### src/rtl/pclk_div_pkg.sv
package pclk_div_pkg;
  localparam int unsigned CODE_W  = 2;
  localparam int unsigned MAX_DIV = 4;
  localparam int unsigned CNT_W   = $clog2(MAX_DIV);

  typedef enum logic [CODE_W-1:0] {
    CODE_DIV4 = 2'b00,
    CODE_DIV1 = 2'b01,
    CODE_DIV2 = 2'b10,
    CODE_RSVD = 2'b11
  } ratio_code_e;

  // processor cycles per divided period
  function automatic logic [CNT_W:0] period_of(ratio_code_e code);
    case (code)
      CODE_DIV1: period_of = (CNT_W+1)'(1);
      CODE_DIV2: period_of = (CNT_W+1)'(2);
      default:   period_of = (CNT_W+1)'(MAX_DIV);
    endcase
  endfunction
endpackage

### src/rtl/pclk_div_ctrl.sv
module pclk_div_ctrl
  import pclk_div_pkg::*;
(
  input  logic              clk_i,
  input  logic              rst_ni,
  input  logic              wr_en_i,
  input  logic [CODE_W-1:0] wr_data_i,
  output ratio_code_e       code_o
);
  ratio_code_e code_q;
  logic        accept;

  assign accept = wr_en_i && (wr_data_i != CODE_RSVD);

  always_ff @(posedge clk_i or negedge rst_ni) begin
    if (!rst_ni)     code_q <= CODE_DIV4;
    else if (accept) code_q <= ratio_code_e'(wr_data_i);
  end

  assign code_o = code_q;

  p_reserved_kept_r4: assert property (@(posedge clk_i) disable iff (!rst_ni)
    (wr_en_i && wr_data_i == CODE_RSVD) |=> $stable(code_o));
  p_accept_write_r7: assert property (@(posedge clk_i) disable iff (!rst_ni)
    (wr_en_i && wr_data_i != CODE_RSVD) |=> (code_o == $past(wr_data_i)));
  p_never_reserved_r7: assert property (@(posedge clk_i) disable iff (!rst_ni)
    wr_en_i |=> (code_o != CODE_RSVD));
endmodule

### src/rtl/pclk_div_gen.sv
module pclk_div_gen
  import pclk_div_pkg::*;
(
  input  logic        clk_i,
  input  logic        rst_ni,
  input  ratio_code_e sel_i,
  output logic        pclk_o,
  output logic        pclk_en_o
);
  ratio_code_e      act_q, act_d;
  logic [CNT_W-1:0] cnt_q, cnt_d;
  logic             hi_q, hi_d, en_q, en_d;
  logic [CNT_W:0]   per_cur, per_nxt;
  logic             last;

  assign per_cur = period_of(act_q);
  assign last    = ({1'b0, cnt_q} == per_cur - 1'b1);

  always_comb begin
    act_d = act_q;
    cnt_d = cnt_q + 1'b1;
    if (last) begin
      cnt_d = '0;
      act_d = sel_i;  // ratio only swaps at a period boundary
    end
    per_nxt = period_of(act_d);
    en_d    = (cnt_d == '0);
    hi_d    = (act_d == CODE_DIV1) || ({1'b0, cnt_d} < (per_nxt >> 1));
  end

  always_ff @(posedge clk_i or negedge rst_ni) begin
    if (!rst_ni) begin
      act_q <= CODE_DIV4;
      cnt_q <= '0;
      hi_q  <= 1'b1;
      en_q  <= 1'b1;
    end else begin
      act_q <= act_d;
      cnt_q <= cnt_d;
      hi_q  <= hi_d;
      en_q  <= en_d;
    end
  end

  // pass-through switch only moves at an edge where both sources are high
  assign pclk_o    = (act_q == CODE_DIV1) ? clk_i : hi_q;
  assign pclk_en_o = en_q;

  p_switch_on_boundary_r6: assert property (@(posedge clk_i) disable iff (!rst_ni)
    !$stable(act_q) |-> pclk_en_o);
  p_div1_always_en_r8: assert property (@(posedge clk_i) disable iff (!rst_ni)
    (act_q == CODE_DIV1) |-> pclk_en_o);
  p_en_with_high_r9: assert property (@(posedge clk_i) disable iff (!rst_ni)
    (pclk_en_o && act_q != CODE_DIV1) |-> hi_q);
  p_div4_low_after_high_r1: assert property (@(posedge clk_i) disable iff (!rst_ni)
    (act_q == CODE_DIV4 && !hi_q && !pclk_en_o && $past(pclk_en_o)) |-> 1'b0);
endmodule

### src/rtl/pclk_div.sv
module pclk_div
  import pclk_div_pkg::*;
(
  input  logic              clk_i,
  input  logic              rst_ni,
  input  logic              wr_en_i,
  input  logic [CODE_W-1:0] wr_data_i,
  output logic [CODE_W-1:0] rd_data_o,
  output logic              pclk_o,
  output logic              pclk_en_o
);
  ratio_code_e code;

  pclk_div_ctrl u_ctrl (
    .clk_i    (clk_i),
    .rst_ni   (rst_ni),
    .wr_en_i  (wr_en_i),
    .wr_data_i(wr_data_i),
    .code_o   (code)
  );

  pclk_div_gen u_gen (
    .clk_i    (clk_i),
    .rst_ni   (rst_ni),
    .sel_i    (code),
    .pclk_o   (pclk_o),
    .pclk_en_o(pclk_en_o)
  );

  assign rd_data_o = code;
endmodule

### config.mk
export PLATFORM = sky130hd
export DESIGN_NAME = pclk_div
export DESIGN_NICKNAME = d
export VERILOG_FILES = /design/src/rtl/pclk_div_pkg.sv /design/src/rtl/pclk_div_ctrl.sv /design/src/rtl/pclk_div_gen.sv /design/src/rtl/pclk_div.sv
export SDC_FILE = /design/constraint.sdc
export NUM_CORES = 1
export LEC_CHECK = 0
export BUFFER_PORTS_ARGS = -buffer_cell sky130_fd_sc_hd__buf_4
export CAP_MARGIN = 10
export CELL_PAD_IN_SITES_DETAIL_PLACEMENT = 1
export CELL_PAD_IN_SITES_GLOBAL_PLACEMENT = 1
export CORE_UTILIZATION = 34
export DETAILED_ROUTE_END_ITERATION = 8
export GPL_ROUTABILITY_DRIVEN = 0
export GPL_TIMING_DRIVEN = 0
export PLACE_DENSITY = 0.75
export SLEW_MARGIN = 25
export SYNTH_ARGS = -nofsm -noshare
export SYNTH_HDL_FRONTEND = slang
export SYNTH_SLANG_ARGS = --single-unit
### constraint.sdc
create_clock -name clk_i -period 2.4 [get_ports clk_i]
set_input_delay 0.24 -clock clk_i [delete_from_list [all_inputs] [get_ports clk_i]]
set_output_delay 0.24 -clock clk_i [all_outputs]
set_load 0.02 [all_outputs]
==> metrics.txt <==
Slowest-stage cell, CP=dfrtp_2; first-pass GRT wire length=1820 µm; post-synthesis cell area=448 µm²; share of cells above drive strength 1=0.500; GRT Total Usage=0.207; Relative slew margins=0.707; outcome=complete, no violations; residual DRC count=0; Post-Route WL=about 1200 µm; CP Class=register to register; ANT nets after route=0; GRT overflow=0; Yosys cell types=20; endpoints failing hold=0; Syn Area/Cell=a little over 10 µm²; WP data arrival=roughly 2.7 ns; DIE HEIGHT=38.3 µm; largest net degree at the start of global routing=9; Cells after Synth=44; Startpoint Class=register; wire per inst=16.1 µm; RSZ-0062 raised after global routing=true; Max Cap Viol=0; Critical Path, Cell by Cell=ha_4, xnor2_4, and2_4, mux2i_1, ha_1, inv_2, ha_4, and4b_1, or3_1; slew of the pin with the lowest slew margin=0.434 ns; Max Fclk=424 MHz; core footprint=1170 µm²; final hold slack=0.132 ns; Area Overhead vs Synth=46.9%; layout net count=between 70 and 80; Req. time, crit path=2.69 ns; critical path fanouts, max=5; slowest cell delay on critical path=0.43 ns; vias in the first global route=400; most used cell, CP=ha_4; Mapped Nets=between 50 and 60; Clock transition at path regs=about 0.06 ns; Worst Clk Skew=0.00304 ns; post-synthesis sequential area ratio=0.453; CTS tree=built; I/O Buffers=8; DR iter-0 viols=1; IO Pins=9; Worst Setup End Kind=register; Pre-Repair DR Iteration Count=2; number of cell rows=12; drt via density=5.09; Skew-Pair Late Insertion Delay=0.37 ns; Yosys warning total=0; ant diodes=0; Setup-failing EPs final=0; Tmin final=2.36 ns; initial antenna violation count=0; Max Slew Vio Count=0; Starting Density=0.382; Die ar.=1470 µm²; Worst Hold Class=input pin to register; Die X=38.3 µm; vias=387; flops & latches, synth=8; Tcrit/Tclk final=0.982
[worst max-delay path, delay by kind of cell (launching register included)]
kind	cells	cell delay, ns
multiplexers	1	0.20
flip-flops	1	0.43
AND/OR/NAND/NOR	3	0.74
adder cells (fa/ha/maj)	3	0.70
buffers and inverters	1	0.07
XOR/XNOR	1	0.13
[metal layers]
metal | up-vias | wire [µm] | global-route usage | share of wire
met5 | - | 0 | 0 | 0
met1 | 190 | 540 | 0.245 | 0.44
met3 | 4 | 33 | 0.116 | 0.027
li1 | 187 | - | - | -
met2 | 6 | 616 | 0.267 | 0.50
met4 | 0 | 31 | 0.161 | 0.025
[kinds of logic (layout without fill, tap and decap cells)]
group                    Yosys count  after routing  share of synthesized area
XOR/XNOR                           2              2                     0.0391
multiplexers                       3              3                     0.0726
adder cells (fa/ha/maj)            4              4                      0.112
flip-flops                         8              8                      0.453
AND/OR/NAND/NOR                   14             14                      0.179
AO/OA/AOI/OAI                     10             10                      0.117
buffers and inverters              3             21                     0.0279
[Yosys cell counts]
| cell | instances | share of area |
|---|---|---|
| a21o_1 | 1 | 0.017 |
| a21oi_1 | 6 | 0.067 |
| and2_4 | 1 | 0.020 |
| and4b_1 | 1 | 0.022 |
| buf_2 | 1 | 0.011 |
| dfrtp_1 | 6 | 0.34 |
| dfstp_2 | 2 | 0.12 |
| ha_1 | 4 | 0.11 |
| inv_1 | 2 | 0.017 |
| mux2_2 | 2 | 0.050 |
| mux2i_1 | 1 | 0.022 |
| nand2_1 | 1 | 0.0084 |
| nand3b_1 | 1 | 0.017 |
| nor2_1 | 6 | 0.050 |
| nor2b_1 | 2 | 0.028 |
| o21ai_0 | 3 | 0.034 |
| or2b_2 | 1 | 0.020 |
| or3_1 | 1 | 0.014 |
| xnor2_1 | 1 | 0.020 |
| xor2_1 | 1 | 0.020 |
[per-stage QoR]
step / setup slack [ns] / TNS, ns / std cells / cell area (µm²) / utilization
6_report: 0.0424 / 0 / 76 / 658 / 0.562
5_1_grt: -0.0467 / -0.0467 / 76 / 658 / 0.562
4_1_cts: 0.0116 / 0 / 73 / 611 / 0.521
3_5_place_dp: -0.208 / -0.208 / 66 / 526 / 0.449
3_3_place_gp: -0.167 / -0.167 / 66 / 526 / 0.449
2_1_floorplan: 0.0254 / 0 / 44 / 448 / -
[worst paths after layout]
| check | start | endpoint | slack, ns | depth (start not counted) |
|---|---|---|---|---|
| setup reg to reg | u_gen.act_q[0] | u_gen.hi_q | 0.04 | 9 |
| max in group asynchronous | rst_ni | u_gen.pclk_en_o | 1.95 | 2 |
| min in group asynchronous | rst_ni | u_ctrl.code_o[1] | 0.24 | 2 |
| setup / recovery | u_gen.act_q[0] | u_gen.hi_q | 0.04 | 9 |
| hold / removal | wr_data_i[0] | u_ctrl.code_o[0] | 0.13 | 3 |
| hold reg to reg | u_ctrl.code_o[0] | u_ctrl.code_o[0] | 0.56 | 2 |
[what timing repair did]
item,4_1_cts,5_1_grt
hold buffers,1,0
buffers inserted,1,3
gates resized for setup,4,6
pin swaps,1,5
cloned,0,0
endpoints found under the hold margin,8,0
setup endpoints to repair,1,1
[cell usage in the layout, fill, tap and decap left out, drive strengths merged]
cell type	instances
dfstp	2
nand2	1
clkbuf	6
dfrtp	6
dlygate4sd3	1
ha	4
nor2b	2
or2b	1
nand3b	1
xor2	1
buf	12
o21ai	3
and4b	1
and2	1
xnor2	1
nor2	6
inv	2
or3	1
mux2	2
mux2i	1
a21oi	6
a21o	1
[cell type report]
class | count | area [µm²]
clock buffer | 7 | 52.6
fill | 125 | 513
inverter | 2 | 7.51
multi-input combinational | 33 | 284
sequential | 8 | 204
tap | 14 | 17.5
timing repair buffer | 12 | 92.6
[registers in the layout, indices dropped and copies added (netlist names)]
register and cells:
u_ctrl.code_o 2, u_gen.act_q 2, u_gen.pclk_en_o 1, u_gen.cnt_q 2
u_gen.hi_q 1
Power is not shown: default switching activity piles up to over one toggle a cycle in this logic, so the estimate is an artifact.
